===== src/rtl/irq_hub_pkg.sv =====
package irq_hub_pkg;
  localparam int REG_W        = 8;
  localparam int GIE_BIT      = 7;
  localparam int MEM_EN_BIT   = 6;
  localparam int SRC_N        = 3;  // sources whose flag and enable live in the register
  localparam int EN_BASE      = 3;  // enables at bits 3..5, flags at bits 0..2
  localparam int VEC_W        = 13;
  localparam logic [VEC_W-1:0] VEC_ADDR = 13'h0004;

  typedef struct packed {
    logic clrGie;
    logic setGie;
  } ctlStrobe_t;
endpackage


===== src/rtl/irq_hub_dp.sv =====
module irq_hub_dp
  import irq_hub_pkg::*;
#(
  parameter int PORT_W      = 4,
  parameter int CNT_W       = 8,
  parameter int SYNC_STAGES = 2
) (
  input  logic              clk,
  input  logic              rstN,
  input  logic              extPin,
  input  logic              edgeRising,
  input  logic [CNT_W-1:0]  timerCount,
  input  logic [PORT_W-1:0] portHi,
  input  logic              memDone,
  input  logic              memFlagClr,
  input  logic              regWrEn,
  input  logic [REG_W-1:0]  regWrData,
  input  ctlStrobe_t        ctl,
  output logic [REG_W-1:0]  regRdData,
  output logic              memFlag,
  output logic              anyPend,
  output logic              gieBit
);
  localparam int LAST = SYNC_STAGES - 1;

  logic [SYNC_STAGES-1:0]             extSync;
  logic [SYNC_STAGES-1:0][PORT_W-1:0] portSync;
  logic              extLast;
  logic [PORT_W-1:0] portLatch;
  logic [CNT_W-1:0]  cntLast;
  logic [REG_W-1:0]  ctrlReg, ctrlNxt;
  logic              memNxt;
  logic              extNow, extEdge, tmrWrap, chgHit;
  logic [SRC_N-1:0]  hwSet;
  logic [SRC_N-1:0]  pairHit;

  // Synchronizers and last-value registers
  always_ff @(posedge clk or negedge rstN) begin
    if (!rstN) begin
      extSync   <= '0;
      portSync  <= '0;
      extLast   <= 1'b0;
      portLatch <= '0;
      cntLast   <= '0;
    end else begin
      extSync   <= {extSync[LAST-1:0], extPin};
      portSync  <= {portSync[LAST-1:0], portHi};
      extLast   <= extSync[LAST];
      portLatch <= portSync[LAST];
      cntLast   <= timerCount;
    end
  end

  assign extNow  = extSync[LAST];
  assign extEdge = edgeRising ? (extNow & ~extLast) : (~extNow & extLast);
  assign tmrWrap = (cntLast == {CNT_W{1'b1}}) && (timerCount == '0);
  assign chgHit  = |(portSync[LAST] ^ portLatch);
  assign hwSet   = {tmrWrap, extEdge, chgHit};

  // Register update: hardware beats software
  always_comb begin
    ctrlNxt = ctrlReg;
    if (regWrEn) ctrlNxt = regWrData;
    for (int i = 0; i < SRC_N; i++) begin
      if (hwSet[i]) ctrlNxt[i] = 1'b1;
    end
    if (ctl.clrGie)      ctrlNxt[GIE_BIT] = 1'b0;
    else if (ctl.setGie) ctrlNxt[GIE_BIT] = 1'b1;
  end

  always_comb begin
    memNxt = memFlag;
    if (memDone)         memNxt = 1'b1;
    else if (memFlagClr) memNxt = 1'b0;
  end

  always_ff @(posedge clk or negedge rstN) begin
    if (!rstN) begin
      ctrlReg <= '0;
      memFlag <= 1'b0;
    end else begin
      ctrlReg <= ctrlNxt;
      memFlag <= memNxt;
    end
  end

  // Flag/enable pairs
  for (genvar g = 0; g < SRC_N; g++) begin : gPair
    assign pairHit[g] = ctrlReg[g] & ctrlReg[EN_BASE + g];
  end

  assign anyPend   = (|pairHit) | (memFlag & ctrlReg[MEM_EN_BIT]);
  assign gieBit    = ctrlReg[GIE_BIT];
  assign regRdData = ctrlReg;
endmodule


===== src/rtl/irq_hub_ctl.sv =====
module irq_hub_ctl
  import irq_hub_pkg::*;
(
  input  logic             anyPend,
  input  logic             gieBit,
  input  logic             irqAck,
  input  logic             retInt,
  output ctlStrobe_t       ctl,
  output logic             irqReq,
  output logic             wakeReq,
  output logic             pushRet,
  output logic             pcLoad,
  output logic [VEC_W-1:0] vectorAddr
);
  logic accept;

  assign irqReq     = gieBit & anyPend;
  assign wakeReq    = anyPend;
  assign accept     = irqAck & irqReq;
  assign pushRet    = accept;
  assign pcLoad     = accept;
  assign vectorAddr = VEC_ADDR;
  assign ctl.clrGie = accept;
  assign ctl.setGie = retInt & ~accept;
endmodule


===== src/rtl/irq_hub.sv =====
module irq_hub
  import irq_hub_pkg::*;
(
  input  logic        clk,
  input  logic        rstN,
  input  logic        extPin,
  input  logic        edgeRising,
  input  logic [7:0]  timerCount,
  input  logic [3:0]  portHi,
  input  logic        memDone,
  input  logic        memFlagClr,
  input  logic        regWrEn,
  input  logic [7:0]  regWrData,
  input  logic        irqAck,
  input  logic        retInt,
  output logic [7:0]  regRdData,
  output logic        memFlag,
  output logic        irqReq,
  output logic        wakeReq,
  output logic        pushRet,
  output logic        pcLoad,
  output logic [12:0] vectorAddr
);
  ctlStrobe_t ctl;
  logic       anyPend, gieBit;

  irq_hub_dp #(.PORT_W(4), .CNT_W(8), .SYNC_STAGES(2)) u_dp (
    .clk(clk), .rstN(rstN), .extPin(extPin), .edgeRising(edgeRising),
    .timerCount(timerCount), .portHi(portHi), .memDone(memDone),
    .memFlagClr(memFlagClr), .regWrEn(regWrEn), .regWrData(regWrData),
    .ctl(ctl), .regRdData(regRdData), .memFlag(memFlag),
    .anyPend(anyPend), .gieBit(gieBit)
  );

  irq_hub_ctl u_ctl (
    .anyPend(anyPend), .gieBit(gieBit), .irqAck(irqAck), .retInt(retInt),
    .ctl(ctl), .irqReq(irqReq), .wakeReq(wakeReq), .pushRet(pushRet),
    .pcLoad(pcLoad), .vectorAddr(vectorAddr)
  );
endmodule


===== config.mk =====
export PLATFORM = sky130hd
export DESIGN_NAME = irq_hub
export DESIGN_NICKNAME = d
export VERILOG_FILES = /design/src/rtl/irq_hub_pkg.sv /design/src/rtl/irq_hub_dp.sv /design/src/rtl/irq_hub_ctl.sv /design/src/rtl/irq_hub.sv
export SDC_FILE = /design/constraint.sdc
export NUM_CORES = 1
export LEC_CHECK = 0
export ABC_CLOCK_PERIOD_IN_PS = 2100
export BUFFER_PORTS_ARGS = -buffer_cell sky130_fd_sc_hd__buf_2
export CAP_MARGIN = 10
export CORE_MARGIN = 2
export CORE_UTILIZATION = 45
export CTS_CLUSTER_DIAMETER = 50
export DETAILED_ROUTE_END_ITERATION = 6
export GPL_TIMING_DRIVEN = 0
export PLACE_DENSITY = 0.77
export SYNTH_ARGS = -nofsm -noshare
export SYNTH_HDL_FRONTEND = slang
export SYNTH_HIERARCHICAL = 1
export SYNTH_SLANG_ARGS = --single-unit

===== constraint.sdc =====
create_clock -name clk -period 2.1 [get_ports clk]
set_input_delay 0.315 -clock clk [delete_from_list [all_inputs] [get_ports clk]]
set_output_delay 0.315 -clock clk [all_outputs]
set_load 0.03 [all_outputs]

## Word level (Yosys, flattened, before mapping)

Index checks and enable logic that the tools add are counted.

| storage, ports and cells | value |
|---|---|
| flip-flop bits (word level) | 32 |
| input bits | 29 |
| output and inout port bits | 26 |

| cells by class | value |
|---|---|
| equal/unequal tests | 1 |
| mux-type cells | 9 |
| bitwise operators | 14 |
| reduce and logical (&&, ||, !) cells | 9 |

Operators with widths:

| cell | number |
|---|---|
| AND 1 bit | 9 |
| == test 8 bit (second input constant) | 1 |
| zero test 8 bit | 1 |
| 2-to-1 mux 1 bit | 8 |
| 2-to-1 mux 8 bit | 1 |
| nonzero test 2 bit | 4 |
| OR reduction 4 bit | 1 |
| bitwise XOR 4 bit | 1 |
| NOT 1 bit | 3 |
| nonzero test 3 bit | 1 |
| OR reduction 3 bit | 1 |
| logical AND 1 bit | 1 |
| bitwise OR 1 bit | 1 |

## Logic depth before layout (Yosys ltp)

Gate-level depths: netlist of run 1.

| depth | value |
|---|---|
| depth in word-level cells | 9 |
| depth in mapped cells | 6 |
| depth with buffers taken out | 6 |

## Modules after synthesis

The synthesis of run 1 kept the hierarchy.

Modules (own cells, without submodules):

| module | times used | cells each | area each (um2) | seq. area each (um2) |
|---|---|---|---|---|
| irq_hub_dp | 1 | 64 | 1051.0 | 800.8 |
| irq_hub_ctl | 1 | 21 | 155.1 | 0.0 |

## Least setup slack after synthesis of run 1

No wires, ideal clock.

| timing path | value |
|---|---|
| path kind | register -> output |
| from | reg u_dp.ctrlReg[2], in the netlist u_dp/regRdData[2] |
| to | out pushRet |
| data arrival time | 1178 ps |
| slack | 607 ps |
| stages on the path, launching flop included | 5 |
| cell sequence | dfrtp_1 > a22oi_1 > nand2_1 > and3_4 > buf_4 |

| between the ends | value |
|---|---|
| longest elaborated chain between the ends | 5 |

Ends and longest elaborated chain:

| item | RTL line | text |
|---|---|---|
| from (decl) | irq_hub_dp.sv:31 | `logic [REG_W-1:0] ctrlReg, ctrlNxt;` |
| from (signal assigned) | irq_hub_dp.sv:82 | `ctrlReg <= ctrlNxt;` |
| AND 1 bit | irq_hub_dp.sv:89 | `assign pairHit[g] = ctrlReg[g] & ctrlReg[EN_BASE + g];` |
| OR reduction 3 bit | irq_hub_dp.sv:92 | `assign anyPend = (\|pairHit) \| (memFlag & ctrlReg[MEM_EN_BIT]);` |
| bitwise OR 1 bit | irq_hub_dp.sv:92 |  |
| via anyPend | irq_hub.sv:25 | `logic anyPend, gieBit;` |
| AND 1 bit | irq_hub_ctl.sv:17 | `assign irqReq = gieBit & anyPend;` |
| AND 1 bit | irq_hub_ctl.sv:19 | `assign accept = irqAck & irqReq;` |
| to (decl) | irq_hub.sv:20 | `output logic pushRet,` |

The timed path passes the listed nets, and every way through them passes these cells.

## Worst setup path in the final report of run 1

Same ends and word-level chain as after synthesis.

==> run metrics, run 1 <==
max-slew headroom at the worst pin=57.3%; first-pass GRT wire length=2940 µm; asr flop ratio synth=100%; Via-to-Cell Ratio=4.45; maximum clock frequency=~550 MHz; Max clock buf depth=2; post-synthesis register bit count=32; routed wire length per instance=roughly 10 µm; hold violation total from the final report=0; clock-pin transition on the worst setup and hold timing paths=0.09 ns; most common library cells after synthesis=32 x sky130_fd_sc_hd__dfrtp_1, 17 x sky130_fd_sc_hd__buf_4, 4 x sky130_fd_sc_hd__mux2_2, 3 x sky130_fd_sc_hd__mux2i_1, 3 x sky130_fd_sc_hd__xor2_1; IO Pins=55; remaining routing DRC violations=0; CTS H-tree lvls=2; Chip Height=between 50 and 60 µm; postcts setup bufs=0; Crit path arrival time=1.50 ns; Register-to-Register Path Depth=6; pin count of the biggest net entering global routing=33; post-synthesis instance area=1210 µm²; die width=55.8 µm; status=complete, no violations; number of setup violations in the final report=0; area share of the largest cell type after synthesis=66.4%; power per cell area=820 nW/µm²; Tot GR Track Use=13.0%; slew of the pin with the lowest slew margin=0.641 ns; via count=774; initial cell density of the core=about half; clock root buffer=sky130_fd_sc_hd__clkbuf_4; fraction of final layout cells sized beyond drive strength 1=between 50% and 60%; share of synthesized area occupied by flip-flops and latches=about two thirds; clock buffers created by TritonCTS=5; leakage=0.793 nW; Routed met2 length=849 µm; Detailed Routing Iterations Pass 1=2; core area=~2500 µm²; count of placed standard cells including taps=around 170; IR drop worst, VDD=614 µV; number of antenna-violating nets in the routed design=0; critical path endpoint category=output pin; Critical Path RT=1.78 ns; initial antenna violation count=0; Post-synth EDFFs=0; buffers added on ports=40; die footprint=3110 µm²; Area growth, synth to finish=28.2%; most repeated cell in the gate-level netlist after synthesis=sky130_fd_sc_hd__dfrtp_1; top flip-flop cell by instance count after synthesis=sky130_fd_sc_hd__dfrtp_1; hpwl dp=1420 µm; cells after synthesis=85; met3 wire length=230 µm; highest layer used for signal routing=met4; global route overflow=0; insertion delay to the later sink of the worst-skew pair=0.32 ns; Resize count post-CTS=0; placer's final routability congestion estimate=0.709; cell accounting for the most synthesized area=sky130_fd_sc_hd__dfrtp_1; maximum capacitance violations=0; CTS tree=done; per-instance average area after synthesis=around 14 µm²; ratio of final minimum period to clock period=86.2%; RSZ-0062 raised after global routing=no; Final TNS setup=0 ns; CTS Hold Buffers Added=0; number of cell rows=18; Setup CP Type=reg2out; wire length the detailed router placed on met1=644 µm; final cell count without fillers=174; biggest fanout along the worst timing path=4; hold crit path type=in2async; fin util=61.9%; number of diodes added for antenna fixing=0; sinks on the clock net=32; vias in the first global route=727; clk_skew=0.00693 ns; startpoint type of the worst setup path=flip-flop; number of nets in the layout=172; Max Slew Vio Count=0; drt initial violations=10; Netlist cell types=25; final wirelength=~1800 µm; min Tclk post-route=roughly 1.8 ns; synthesis warning total=6; dominant cells by area after synthesis=sky130_fd_sc_hd__dfrtp_1 66%, sky130_fd_sc_hd__buf_4 11%, sky130_fd_sc_hd__mux2_2 3.7%
-- cell usage in the layout, fill, tap and decap left out, drive strengths merged, types with 2 or more instances in the layout --
master   n
nand2    2
nand3    2
buf     58
dfrtp   32
a22oi    2
xor2     3
nor4     2
nand4    2
mux2i    3
conb    13
clkbuf   6
nor2b    2
mux2     4
clkinv   2
-- layer usage --
metal  vias up  track usage (%)
met5         -                0
met3         6             7.44
li1        373                -
met1       352             13.1
met2        43             21.1
met4         0             7.32
-- area by class of cell --
class	count	area (µm²)
Multi-Input combinational cell	45	310
Fill cell	216	953
Timing Repair Buffer	40	200
Tap cell	30	37.5
Clock inverter	2	10.0
Clock buffer	6	51.3
Buffer	18	133
Sequential cell	32	801
Inverter	1	3.75
-- flip-flops by register name, summed over array words and instances (netlist names) --
name and cells:
u_dp/extLast 1, u_dp/regRdData 8, u_dp/portSync 8, u_dp/cntLast 8, u_dp/portLatch 4, u_dp/memFlag 1, u_dp/extSync 2
-- worst max-delay path, stage by stage (launching register included) --
cell and delay (ns):
sky130_fd_sc_hd__dfrtp_1 0.41, sky130_fd_sc_hd__a22oi_1 0.20, sky130_fd_sc_hd__nand2_1 0.11, sky130_fd_sc_hd__and3_4 0.18, sky130_fd_sc_hd__buf_4 0.12, sky130_fd_sc_hd__buf_2 0.16
-- per-stage QoR --
step / hold WS (ns) / total power [mW] / area [µm²] / setup slack (ns)
floorplan: 0.0194 / 0.859 / 1250 / 0.607
detailed placement: 0.337 / 0.938 / 1490 / 0.626
finish: 0.00723 / 1.27 / 1550 / 0.289
CTS: 0.0196 / 1.29 / 1550 / 0.257
global route: 0.0400 / 1.35 / 1550 / 0.157
global placement: 0.334 / 0.932 / 1490 / 0.612
-- cell families after synthesis --
| logic type | after synthesis | share of synthesized area (%) |
|---|---|---|
| compound gates | 5 | 3.11 |
| buf+inv | 19 | 11.3 |
| flops | 32 | 66.4 |
| mux | 7 | 6.22 |
| other cells | 2 | 0.623 |
| simple gates | 16 | 9.44 |
| xor+xnor | 4 | 2.91 |
-- power breakdown --
group / total [mW] / switching, mW / internal, mW / leakage [nW]
Sequential: 0.677 / 0.0217 / 0.655 / 0.368
Combinational: 0.245 / 0.146 / 0.0989 / 0.386
Clock: 0.346 / 0.187 / 0.159 / 0.0380
-- final timing paths --
check / from / end / slack (ns)
max: u_dp/regRdData[2] / pushRet / 0.29
min: rstN / u_dp/portSync[4] / 0.007
max reg2reg: u_dp/regRdData[2] / u_dp/regRdData[7] / 0.90
min reg2reg: u_dp/portSync[3] / u_dp/portSync[7] / 0.35
max in group asynchronous: rstN / u_dp/cntLast[2] / 1.68
min in group clk: extPin / u_dp/extSync[0] / 0.10
Note: power is estimated with default switching activity, not from simulation.
==> run 2, diff against run 1 <==
PLACE_DENSITY = 0.78   (was 0.77)
SYNTH_HIERARCHICAL = unset   (was 1)
==> run 2 against run 1 <==
  * Sequential power is essentially flat
  * Utilization is 1.2 points lower
  * First-iteration DRC count down 90%
  * Non-clock buffer count is 2 lower
  * Worst setup slack got worse by 0.067 ns
  * Total power down 5.1%
  * Global-route usage grew 0.77 points
  * Final cell count shrank 2.3%
==> run metrics, run 2 <==
number of cell rows=18 (unchanged); biggest fanout along the worst timing path=4 (unchanged); most common cell after layout, fill and taps aside=sky130_fd_sc_hd__buf_2 (unchanged); via count=753 (was 774); Max Slew Vio Count=0 (unchanged); clock-pin transition on the worst setup and hold timing paths=0.09 ns (about the same); number of diodes added for antenna fixing=0 (unchanged); buffers added on ports=40 (unchanged); fill count=206 (was 216); clk_skew=0.00894 ns (was 0.00693 ns); clock root buffer=sky130_fd_sc_hd__clkbuf_4 (unchanged); Crit path arrival time=1.56 ns (was 1.50 ns); most common library cells after synthesis=32 x sky130_fd_sc_hd__dfrtp_1, 15 x sky130_fd_sc_hd__buf_4, 4 x sky130_fd_sc_hd__mux2_2, 3 x sky130_fd_sc_hd__mux2i_1, 3 x sky130_fd_sc_hd__xor2_1 (was 32 x sky130_fd_sc_hd__dfrtp_1, 17 x sky130_fd_sc_hd__buf_4, 4 x sky130_fd_sc_hd__mux2_2, 3 x sky130_fd_sc_hd__mux2i_1, 3 x sky130_fd_sc_hd__xor2_1); top flip-flop cell by instance count after synthesis=sky130_fd_sc_hd__dfrtp_1 (unchanged); met1 global-route usage=14.6% (was 13.1%); Via-to-Cell Ratio=4.43 (was 4.45); met3 Use GR=5.65% (was 7.44%); Final TNS setup=0 ns (unchanged); share of synthesized area occupied by flip-flops and latches=67.9% (was 66.4%); ratio of final minimum period to clock period=89.4% (was 86.2%); sinks on the clock net=32 (unchanged); asr flop ratio synth=100% (unchanged); hpwl dp=1510 µm (was 1420 µm); dominant cells by area after synthesis=sky130_fd_sc_hd__dfrtp_1 68%, sky130_fd_sc_hd__buf_4 9.6%, sky130_fd_sc_hd__mux2_2 3.8% (was sky130_fd_sc_hd__dfrtp_1 66%, sky130_fd_sc_hd__buf_4 11%, sky130_fd_sc_hd__mux2_2 3.7%); startpoint type of the worst setup path=flip-flop (unchanged); max-slew headroom at the worst pin=55.2% (was 57.3%); slew of the pin with the lowest slew margin=0.671 ns (was 0.641 ns); leakage=0.768 nW (was 0.793 nW); number of setup violations in the final report=0 (unchanged); Netlist cell types=24 (was 25); Post-synth EDFFs=0 (unchanged); fraction of final layout cells sized beyond drive strength 1=49.3% (was 52.8%); vias in the first global route=676 (was 727); number of nets in the layout=169 (was 172); synthesis warning total=0 (was 6); IR drop worst, VDD=533 µV (was 614 µV); global route overflow=0 (unchanged); number of antenna-violating nets in the routed design=0 (unchanged); first-pass GRT wire length=2740 µm (was 2940 µm); routed wire length per instance=11.2 µm (was 10.2 µm); pin count of the biggest net entering global routing=33 (unchanged); clock buffers created by TritonCTS=5 (unchanged); core area=2480 µm² (was 2500 µm²); die footprint=3040 µm² (was 3110 µm²); commonest non-fill, non-tap cells in the layout=41 x sky130_fd_sc_hd__buf_2, 32 x sky130_fd_sc_hd__dfrtp_1, 15 x sky130_fd_sc_hd__buf_4 (was 41 x sky130_fd_sc_hd__buf_2, 32 x sky130_fd_sc_hd__dfrtp_1, 17 x sky130_fd_sc_hd__buf_4); Tot GR Track Use=13.8% (was 13.0%); post-synthesis register bit count=32 (unchanged); CTS tree=done (unchanged); Setup CP Type=reg2out (unchanged); GR Util met2=23.4% (was 21.1%); Most Used Layer, Global Route=met2 (unchanged); critical path endpoint category=output pin (unchanged); hold violation total from the final report=0 (unchanged); initial antenna violation count=0 (unchanged); postcts setup bufs=0 (unchanged); cells after synthesis=82 (was 85); CTS Hold Buffers Added=0 (unchanged); RSZ-0062 raised after global routing=no (unchanged); area share of the largest cell type after synthesis=67.9% (was 66.4%); Detailed Routing Iterations Pass 1=2 (unchanged); Max clock buf depth=2 (unchanged); placer's final routability congestion estimate=0.621 (was 0.709); drt initial violations=1 (was 10); maximum clock frequency=533 MHz (was 552 MHz); initial cell density of the core=47.6% (was 48.2%); Area growth, synth to finish=27.6% (was 28.2%); Resize count post-CTS=0 (unchanged); maximum capacitance violations=0 (unchanged); insertion delay to the later sink of the worst-skew pair=0.31 ns (was 0.32 ns); cell accounting for the most synthesized area=sky130_fd_sc_hd__dfrtp_1 (unchanged); die width=55.2 µm (was 55.8 µm); Critical Path RT=1.78 ns (about the same); hold crit path type=in2async (unchanged); IO Pins=55 (unchanged); status=complete, no violations (unchanged); power per cell area=800 nW/µm² (was 820 nW/µm²); final wirelength=1910 µm (was 1770 µm); most repeated cell in the gate-level netlist after synthesis=sky130_fd_sc_hd__dfrtp_1 (unchanged); CTS H-tree lvls=2 (unchanged); Chip Height=55.2 µm (was 55.8 µm); per-instance average area after synthesis=14.4 µm² (was 14.2 µm²); min Tclk post-route=1.88 ns (was 1.81 ns); remaining routing DRC violations=0 (unchanged); post-synthesis instance area=1180 µm² (was 1210 µm²); final hold slack=0.0292 ns (was 0.00723 ns)
## run 2: changes by cell type after synthesis
cell | before | now
sky130_fd_sc_hd__a31oi_1 | 0 | 1
sky130_fd_sc_hd__and2_1 | 0 | 1
sky130_fd_sc_hd__and2_2 | 1 | 0
sky130_fd_sc_hd__and3_1 | 0 | 1
sky130_fd_sc_hd__and3_4 | 1 | 0
sky130_fd_sc_hd__buf_4 | 17 | 15
sky130_fd_sc_hd__nor2_1 | 1 | 0
sky130_fd_sc_hd__nor2b_2 | 1 | 0
## run 2: metal layers
layer	part of all wire, %	wire length (µm)
met3	9.7	186
met2	52	1000
met1	37	701
met5	0	0
met4	1.0	20
## run 2: path summary, 6_finish.rpt
check,from,to,slack [ns],cells past startpoint
setup / recovery,u_dp.regRdData[1],pushRet,0.22,5
hold / removal,rstN,u_dp.portSync[1],0.03,1
setup reg to reg,u_dp.extSync[1],u_dp.regRdData[1],1.08,2
hold reg to reg,u_dp.portSync[3],u_dp.portSync[7],0.35,0
max in group asynchronous,rstN,u_dp.memFlag,1.63,1
min in group clk,portHi[1],u_dp.portSync[1],0.10,1
## run 2: cells by family (layout without fill, tap and decap cells)
kind of cell | after synthesis | count (layout) | synth area share (%)
DFF | 32 | 32 | 67.9
other | 2 | 13 | 0.637
muxes | 7 | 7 | 6.37
xor gates and xnor gates | 4 | 4 | 2.97
buffers and inverters | 17 | 64 | 10.3
and+or+nand+nor | 14 | 14 | 8.07
AOI/OAI and AO/OA | 6 | 6 | 3.72
## run 2: worst max-delay path, stage by stage, from the launching register on
cell and delay [ns]:
sky130_fd_sc_hd__dfrtp_1 0.41, sky130_fd_sc_hd__a22oi_1 0.21, sky130_fd_sc_hd__nand2_1 0.13, sky130_fd_sc_hd__and3_1 0.21
sky130_fd_sc_hd__buf_4 0.12, sky130_fd_sc_hd__buf_2 0.16
## run 2: where the power goes
| group | internal [mW] | total, mW | switching (mW) |
|---|---|---|---|
| Sequential | 0.654 | 0.677 | 0.0223 |
| Combinational | 0.0855 | 0.225 | 0.139 |
| Clock | 0.123 | 0.302 | 0.179 |
| Total | 0.863 | 1.20 | 0.341 |
## run 2: layout make-up
class                   count  area [µm²]  area share, %
inverters                   1        3.75          0.250
plain buffers              16         118           7.82
flip-flops and latches     32         801           53.2
repair buffers             40         200           13.3
clock buffers               6        41.3           2.75
multi-input cells          44         298           19.8
clock inverters             1        5.00          0.333
well taps                  30        37.5           2.50
## run 2: through the flow
step | setup WS (ns) | std cells | util, % | power [mW] | area (µm²)
after floorplan | 0.235 | 93 | - | 0.838 | 1220
after global placement | 0.579 | 163 | 58.8 | 0.908 | 1460
after detailed placement | 0.547 | 163 | 58.8 | 0.916 | 1460
after CTS | 0.186 | 170 | 60.7 | 1.22 | 1500
after global routing | 0.0904 | 170 | 60.7 | 1.27 | 1500
final | 0.223 | 170 | 60.7 | 1.20 | 1500
